`config.mk`:
```
export PLATFORM = sky130hd
export DESIGN_NAME = wake_wdog_timer
export DESIGN_NICKNAME = d
export VERILOG_FILES = /design/src/rtl/wwt_pkg.sv /design/src/rtl/wwt_prescale.sv /design/src/rtl/wwt_counter.sv /design/src/rtl/wwt_readout.sv /design/src/rtl/wake_wdog_timer.sv
export SDC_FILE = /design/constraint.sdc
export NUM_CORES = 1
export LEC_CHECK = 0
export ABC_AREA = 1
export ABC_CLOCK_PERIOD_IN_PS = 2000
export BUFFER_PORTS_ARGS = -buffer_cell sky130_fd_sc_hd__buf_4
export CORE_AREA = 5 5 59 71
export DETAILED_ROUTE_END_ITERATION = 10
export DIE_AREA = 0 0 64 76
export GPL_TIMING_DRIVEN = 0
export SLEW_MARGIN = 30
export SYNTH_ARGS = -nofsm -noshare
export SYNTH_HDL_FRONTEND = slang
export SYNTH_SLANG_ARGS = --single-unit
```
`constraint.sdc`:
```
create_clock -name clk -period 2 [get_ports clk]
set_input_delay 0.6 -clock clk [delete_from_list [all_inputs] [get_ports clk]]
set_output_delay 0.6 -clock clk [all_outputs]
set_load 0.03 [all_outputs]
```
`src/rtl/wwt_pkg.sv`:
```
package wwt_pkg;
    typedef enum logic [1:0] {
        ST_SETTLE = 2'd0,
        ST_RUN    = 2'd1,
        ST_HOLD   = 2'd2,
        ST_REWAKE = 2'd3
    } wwt_state_e;

    localparam int MODE_FULL_BIT = 3;
    localparam int MODE_WDEN_BIT = 0;
endpackage

```
`src/rtl/wwt_prescale.sv`:
```
module wwt_prescale #(
    parameter int PRESCALE = 8
) (
    input  logic clk,
    input  logic rst_n,
    output logic tick
);
    generate
        if (PRESCALE <= 1) begin : g_direct
            logic tick_q;
            always_ff @(posedge clk) begin
                if (!rst_n) tick_q <= 1'b0;
                else        tick_q <= 1'b1;
            end
            assign tick = tick_q;
        end else begin : g_div
            localparam int PRE_W = $clog2(PRESCALE);
            localparam logic [PRE_W-1:0] PRE_LAST = PRE_W'(PRESCALE - 1);
            logic [PRE_W-1:0] pre_q;
            always_ff @(posedge clk) begin
                if (!rst_n)                pre_q <= '0;
                else if (pre_q == PRE_LAST) pre_q <= '0;
                else                       pre_q <= pre_q + PRE_W'(1);
            end
            assign tick = (pre_q == PRE_LAST);
        end
    endgenerate
endmodule

```
`src/rtl/wwt_counter.sv`:
```
module wwt_counter #(
    parameter int CNT_W = 17
) (
    input  logic             clk,
    input  logic             rst_n,
    input  logic             tick,
    input  logic             run_en,
    input  logic             clr,
    output logic [CNT_W-1:0] count
);
    always_ff @(posedge clk) begin
        if (!rst_n)              count <= '0;
        else if (clr)            count <= '0;
        else if (tick && run_en) count <= count + CNT_W'(1);
    end


    clr_zero_chk: assert property (@(posedge clk) disable iff (!rst_n)
        clr |=> (count == '0));


    freeze_chk: assert property (@(posedge clk) disable iff (!rst_n)
        (!run_en && !clr) |=> $stable(count));


    no_tick_hold_chk: assert property (@(posedge clk) disable iff (!rst_n)
        (!tick && !clr) |=> $stable(count));
endmodule

```
`src/rtl/wwt_readout.sv`:
```
module wwt_readout #(
    parameter int TAP_N = 4
) (
    input  logic [TAP_N-1:0] taps,
    input  logic             full,
    output logic [TAP_N-1:0] nib
);
    for (genvar i = 0; i < TAP_N; i++) begin : g_tap
        if (i == TAP_N - 1) begin : g_top
            assign nib[i] = taps[i];
        end else begin : g_low
            assign nib[i] = taps[i] & full;
        end
    end
endmodule

```
`src/rtl/wake_wdog_timer.sv`:
```
module wake_wdog_timer
    import wwt_pkg::*;
#(
    parameter int PRESCALE = 8,
    parameter int CNT_W    = 17,
    parameter int TAP_N    = 4
) (
    input  logic             clk,
    input  logic             rst_n,
    input  logic             mode_we,
    input  logic [3:0]       mode_wdata,
    input  logic             clr_stb,
    input  logic             hold_req,
    input  logic             wake_in,
    output logic [TAP_N-1:0] rd_nibble,
    output logic             wdog_rst,
    output logic             ready
);
    localparam int TOP_BIT = CNT_W - 1;
    localparam int TAP_LO  = TOP_BIT - TAP_N;

    wwt_state_e       state, nxt;
    logic [3:0]       mode_q;
    logic [CNT_W-1:0] cnt;
    logic             tick;
    logic             cnt_top;
    logic             fsm_clr;
    logic             run_en;

    always_ff @(posedge clk) begin
        if (!rst_n)       mode_q <= 4'd0;
        else if (mode_we) mode_q <= mode_wdata;
    end

    wwt_prescale #(.PRESCALE(PRESCALE)) u_pre (
        .clk   (clk),
        .rst_n (rst_n),
        .tick  (tick)
    );

    wwt_counter #(.CNT_W(CNT_W)) u_cnt (
        .clk    (clk),
        .rst_n  (rst_n),
        .tick   (tick),
        .run_en (run_en),
        .clr    (clr_stb | fsm_clr),
        .count  (cnt)
    );

    wwt_readout #(.TAP_N(TAP_N)) u_rd (
        .taps (cnt[TAP_LO +: TAP_N]),
        .full (mode_q[MODE_FULL_BIT]),
        .nib  (rd_nibble)
    );

    assign cnt_top = cnt[TOP_BIT];
    assign run_en  = (state != ST_HOLD);
    assign fsm_clr = (state == ST_HOLD) ? wake_in : cnt_top;

    always_comb begin
        nxt = state;
        unique case (state)
            ST_SETTLE: if (cnt_top)  nxt = ST_RUN;
            ST_RUN:    if (hold_req) nxt = ST_HOLD;
            ST_HOLD:   if (wake_in)  nxt = ST_REWAKE;
            ST_REWAKE: if (cnt_top)  nxt = ST_RUN;
            default:                 nxt = ST_SETTLE;
        endcase
    end

    always_ff @(posedge clk) begin
        if (!rst_n) state <= ST_SETTLE;
        else        state <= nxt;
    end

    always_ff @(posedge clk) begin
        if (!rst_n) begin
            ready    <= 1'b0;
            wdog_rst <= 1'b0;
        end else begin
            ready    <= (nxt == ST_RUN);
            wdog_rst <= (state == ST_RUN) && cnt_top && mode_q[MODE_WDEN_BIT];
        end
    end


    wdog_pulse_chk: assert property (@(posedge clk) disable iff (!rst_n)
        wdog_rst |=> !wdog_rst);


    wdog_src_chk: assert property (@(posedge clk) disable iff (!rst_n)
        wdog_rst |-> $past(state == ST_RUN && mode_q[MODE_WDEN_BIT]));


    hold_quiet_chk: assert property (@(posedge clk) disable iff (!rst_n)
        (state == ST_HOLD) |-> (!ready && !wdog_rst));


    ready_rise_chk: assert property (@(posedge clk) disable iff (!rst_n)
        $rose(ready) |-> (cnt == '0));


    mode_wr_chk: assert property (@(posedge clk) disable iff (!rst_n)
        mode_we |=> (mode_q == $past(mode_wdata)));
endmodule

```
==> flow_summary.ini, run 1 <==
[timing]
fin_crit_sh = 0.775
fin_crit_ns = 1.55
max-slew-margin-rel = 0.799
maxSlewViolCount = 0
finalSetupViolCount = 0
holdWs_ns = 0.423
rsz0062_at_grt = false
finalSetupTns_ns = 0
finalHoldViolCount = 0
max_clock_freq_mhz = 645
fin_skew_ns = 0.00371
worst_pin_slew_ns = 0.300

[synthesis]
ys_types = 24
ys_seq_area_frac = 0.399
ys_ff_latch = 26
yosys_warnings = 0
synth_nets = 205
synth_area_per_cell_um2 = 6.90
synth.cell_area_um2 = 1300
synth_cells = 189

[detailed_routing]
first_pass_iters = 4
first_iter_violations = 21
wire_per_inst_um = 9.99
drc = 0
detail-route-antenna-nets = 0
viasPerCell = 4.71
vias = 1153
wl_um = 2450

[layout]
area_delta_synth_final_pct = 15.5
diodes = 0
layout_commonest_cell = nand2_1
mostFrequentLayoutCells = nand2_1, nor2_1, dfxtp_1
nets = 223
final_layout_size_suffix_gt1_frac = 0.131

[worst_setup_path]
crit_slowest_cell = dfxtp_1
critPathArrivalTime_ns = 1.72
cp.required_ns = 2.17
cp_slowest_stage_delay_ns = 0.40
worstSetupEndpointType = flop
cpLargestDelayFamily = simple AND/OR/NAND/NOR gates
start_kind = flop
path_buf_inv = 3
cp_cell_sequence = inv_1 -> ha_1 -> inv_2 -> nand2_2 -> nor2_4 -> inv_2 -> nor2_4 -> nand2_1 -> nand2_1 -> nor2_1
crit_fanout = 6
critPathKind = reg -> reg

[place]
place_congestion = 0.776
hpwl_um = 1940
port_buffers = 13

[clocking]
ctsHoldBuffers = 0
cts_sinks = 26
root_buffer = clkbuf_8
clock_latency_ns = 0.27
cts.path.max_buffers = 2
clk_pin_slew_ns = 0.09
cts_tree = built
numCtsBuffers = 3
postCtsSetupBuffers = 0
h-tree-depth = 1
cts_resized = 0

[power_and_ir_drop]
power.density_nw_per_um2 = 701
worst_ir_drop_vdd_v = 0.000584
total_leakage_power_nw = 0.619

[grt]
grt_pass1_vias = 1094
grt_usage = 0.109
antenna_found_initial = 0
grt_pass1_wl_um = 4460
grt_max_degree = 15
grt_remaining_overflow = 0

[floorplanning]
die_x_um = 64
rows = 24
io_pins = 16
die_h_um = 76
core_um2 = 3510
die_area_um2 = 4860
initial_utilization = 0.371

[run_status]
outcome = completed

[flow_run]
drv_cap = 0

[min_path]
min_path_type = reg -> reg
[metal layers]
layer  vias to the layer above  share of wire  track usage
met5                         -              0            0
met4                         0          0.015       0.0416
met3                         5          0.028       0.0206
met2                        12           0.49        0.188
met1                       510           0.46        0.130
li1                        626              -            -
[cell type report]
type                       instances  area, um2
sequential                        26        520
inverter                          26       98.8
buffer                             1       7.51
multi-input combinational        136        677
clock buffer                       4       55.1
tap                               39       48.8
fill                             369       2010
timing repair buffer              13       97.6
[cells by family (layout without fill, tap and decap cells)]
family,after synthesis,in the layout,share of synthesized area
XOR/XNOR,2,2,0.0134
buffers and inverters,27,44,0.0816
AND/OR/NAND/NOR,108,108,0.368
AO/OA/AOI/OAI,20,20,0.0806
flip-flops,26,26,0.399
adder cells (fa/ha/maj),6,6,0.0576
[flip-flops by register name (all words and copies together), names as in the netlist]
signal and count:
u_cnt.count 17, u_pre.g_div.pre_q 3, mode_q 2, state 2, ready 1, wdog_rst 1
[synth_stat cells]
cell	count	area [um2]
nand2_1	44	165
nor2_1	36	135
dfxtp_1	26	521
inv_1	23	86.3
nand3_1	14	70.1
a21oi_1	11	55.1
ha_1	6	75.1
o21ai_0	5	25.0
nand4_1	3	18.8
inv_2	2	7.51
nor2_2	2	12.5
nor2_4	2	22.5
nor3_1	2	10.0
o21ai_1	2	10.0
xor2_1	2	17.5
a21o_1	1	7.51
and2_1	1	6.26
buf_4	1	7.51
clkinv_2	1	5.00
nand2_2	1	6.26
nand3_4	1	17.5
nand3b_1	1	7.51
nor3b_1	1	7.51
o21a_1	1	7.51
[per-stage QoR]
stage	power [W]	utilization	std cells	instance area (um2)	setup WS, ns
2_1_floorplan	0.000690	-	189	1300	0.632
3_3_place_gp	0.000735	0.413	241	1450	0.448
3_5_place_dp	0.000735	0.413	241	1450	0.450
4_1_cts	0.00107	0.428	245	1510	0.434
5_1_grt	0.00112	0.428	245	1510	0.204
6_report	0.00106	0.428	245	1510	0.449
[where the power goes]
part           leakage, nW  internal [W]  switching (W)
registers            0.211      0.000541      0.0000170
clock network       0.0288      0.000176       0.000159
logic                0.379     0.0000641      0.0000981
[final timing paths]
kind	depth (start not counted)	endpoint	from	slack [ns]
max	10	u_cnt.count[12]	state[0]	0.45
min	1	u_pre.g_div.pre_q[0]	u_pre.g_div.pre_q[0]	0.42
max reg2reg	10	u_cnt.count[12]	state[0]	0.45
min reg2reg	1	u_pre.g_div.pre_q[0]	u_pre.g_div.pre_q[0]	0.42
Power figures use the tool's default switching activity.
==> inputs of run 2 (changes only) <==
ABC_CLOCK_PERIOD_IN_PS = 1300   (was 2000)
clock period = 1.3 ns   (was 2 ns; I/O delays follow)
==> run 2 against run 1 <==
The flow now finishes with violations (setup timing). Clock skew fell by 0.0023 ns. Total power rose by 62%. Die area unchanged. Clock power up 37%. Clock-buffer cell count fell by 1. First-iteration DRC count increased by 57%. Flip-flop and latch count did not move. Maximum frequency rose by 12%. Via count increased by 5.6%. Non-clock buffer count grew 14. Largest power group unchanged.
==> flow_summary.ini, run 2 (synthesized netlist as in run 1, its figures left out) <==
[run_status]
outcome = finished with violations
violations = setup timing

[worst_setup_path]
crit_slowest_cell = dfxtp_2
cpLargestDelayFamily = simple AND/OR/NAND/NOR gates
critPathArrivalTime_ns = 1.56
worstSetupEndpointType = flop
cp_slowest_stage_delay_ns = 0.35
cp_cell_sequence = inv_2 -> ha_4 -> inv_4 -> buf_12 -> nand2_4 -> nor2_4 -> inv_2 -> nor2_4 -> nand2_1 -> nand2_1 -> nor2_1
rr_worst_depth = 11
crit_fanout = 5
path_buf_inv = 4
critPathKind = reg -> reg
cp.required_ns = 1.47
path_depth = 11
start_kind = flop

[timing]
worst_pin_slew_ns = 0.239
fin_crit_sh = 1.07
max-slew-margin-rel = 0.839
finalWorstSetupSlack_ns = -0.0879
fin_crit_ns = 1.39
maxSlewViolCount = 0
max_clock_freq_mhz = 720
holdWs_ns = 0.337
fin_skew_ns = 0.00136
finalSetupViolCount = 11
finalHoldViolCount = 0
rsz0062_at_grt = true

[clocking]
numCtsBuffers = 3
clock_latency_ns = 0.27
cts_sinks = 26
ctsHoldBuffers = 0
clk_pin_slew_ns = 0.09
root_buffer = clkbuf_8
h-tree-depth = 1
cts.path.max_buffers = 2
cts_tree = built

[floorplanning]
rows = 24
io_pins = 16
initial_utilization = 0.371
die_h_um = 76
die_x_um = 64
die_area_um2 = 4860
core_um2 = 3510

[grt]
antenna_found_initial = 0
grt_pass1_wl_um = 4830
grt_max_degree = 14
grt_remaining_overflow = 0
grt_pass1_vias = 1135
grt_usage = 0.119

[power_and_ir_drop]
combPwrFrac = 0.223
report.power.total_w = 0.00171
p_int_w = 0.00123
p_sw_w = 0.000477
power.density_nw_per_um2 = 962
worst_ir_drop_vdd_v = 0.000531
clockPowerShare = 0.269
switching_share = 0.279
total_leakage_power_nw = 0.692
seq_power_share = 0.508

[layout]
mostFrequentLayoutCells = nand2_1, nor2_1, buf_4
regMostFlops = u_cnt.count
diodes = 0
area_delta_synth_final_pct = 36.3
final_layout_size_suffix_gt1_frac = 0.352
largest_register_ffs = 17
reg.largest.list = u_cnt.count (17), u_pre.g_div.pre_q (3)
nets = 237
layout_commonest_cell = nand2_1
final_util = 0.506

[flow_run]
drv_cap = 0

[detailed_routing]
drc = 0
first_pass_iters = 4
wire_per_inst_um = 10.9
detail-route-antenna-nets = 0
wl_um = 2810
viasPerCell = 4.72
first_iter_violations = 33
vias = 1218

[place]
hpwl_um = 1930
port_buffers = 13
place_congestion = 0.779

[min_path]
hold_depth = 3
min_path_type = in -> reg
## run 2: changes by cell type in the layout (fill, tap and decap cells not counted), moves of 4 or more
cell / delta
nand3_1: -4
dfxtp_2: +11
ha_1: -4
dfxtp_1: -12
nand2_1: -4
a21oi_1: -4
buf_4: +10
a21oi_2: +4
## run 2: layout make-up
type / instances / area (um2)
Sequential cell: 26 / 538
Fill cell: 345 / 1740
Timing Repair Buffer: 27 / 226
Tap cell: 39 / 48.8
Buffer: 1 / 7.51
Inverter: 26 / 105
Clock buffer: 3 / 41.3
Multi-Input combinational cell: 136 / 810
## run 2: layer usage
layer	part of all wire	vias up	GRT usage
met1	0.44	539	0.148
met2	0.51	20	0.197
li1	-	652	-
met5	0	-	0
met4	0.021	0	0.0499
met3	0.029	7	0.0236
## run 2: worst paths after layout
kind / startpoint / end / slack [ns]
worst max register to register: state[0] / u_cnt.count[12] / -0.09
worst min-delay path: mode_wdata[3] / mode_q[3] / 0.34
worst min register to register: u_pre.g_div.pre_q[0] / u_pre.g_div.pre_q[0] / 0.43
worst max-delay path: state[0] / u_cnt.count[12] / -0.09
## run 2: timing repair
item / CTS / global route
resized for setup: 23 / 27
pin swaps: 7 / 18
setup buffers: 4 / 10
endpoints found under the setup margin: 19 / 19
## run 2: power by group through the flow
stage          Clock, W  Sequential [W]  Combinational, W
2_1_floorplan         0        0.000887          0.000179
3_3_place_gp          0        0.000879          0.000257
3_5_place_dp          0        0.000878          0.000260
4_1_cts        0.000472        0.000870          0.000322
5_1_grt        0.000510        0.000875          0.000429
6_report       0.000460        0.000869          0.000381
## run 2: metrics by stage
stage / instances / cell area [um2] / TNS (ns) / setup WS, ns
floorplan: 189 / 1310 / 0 / 0.00102
global placement: 241 / 1450 / -1.72 / -0.197
detailed placement: 241 / 1450 / -1.74 / -0.183
CTS: 248 / 1600 / -0.0607 / -0.0304
global route: 258 / 1780 / -1.98 / -0.193
finish: 258 / 1780 / -0.505 / -0.0879
## run 2: worst min-delay path, stage by stage
cell and delay (ns):
buf_4 0.07, nor2_1 0.03, nor2_1 0.08
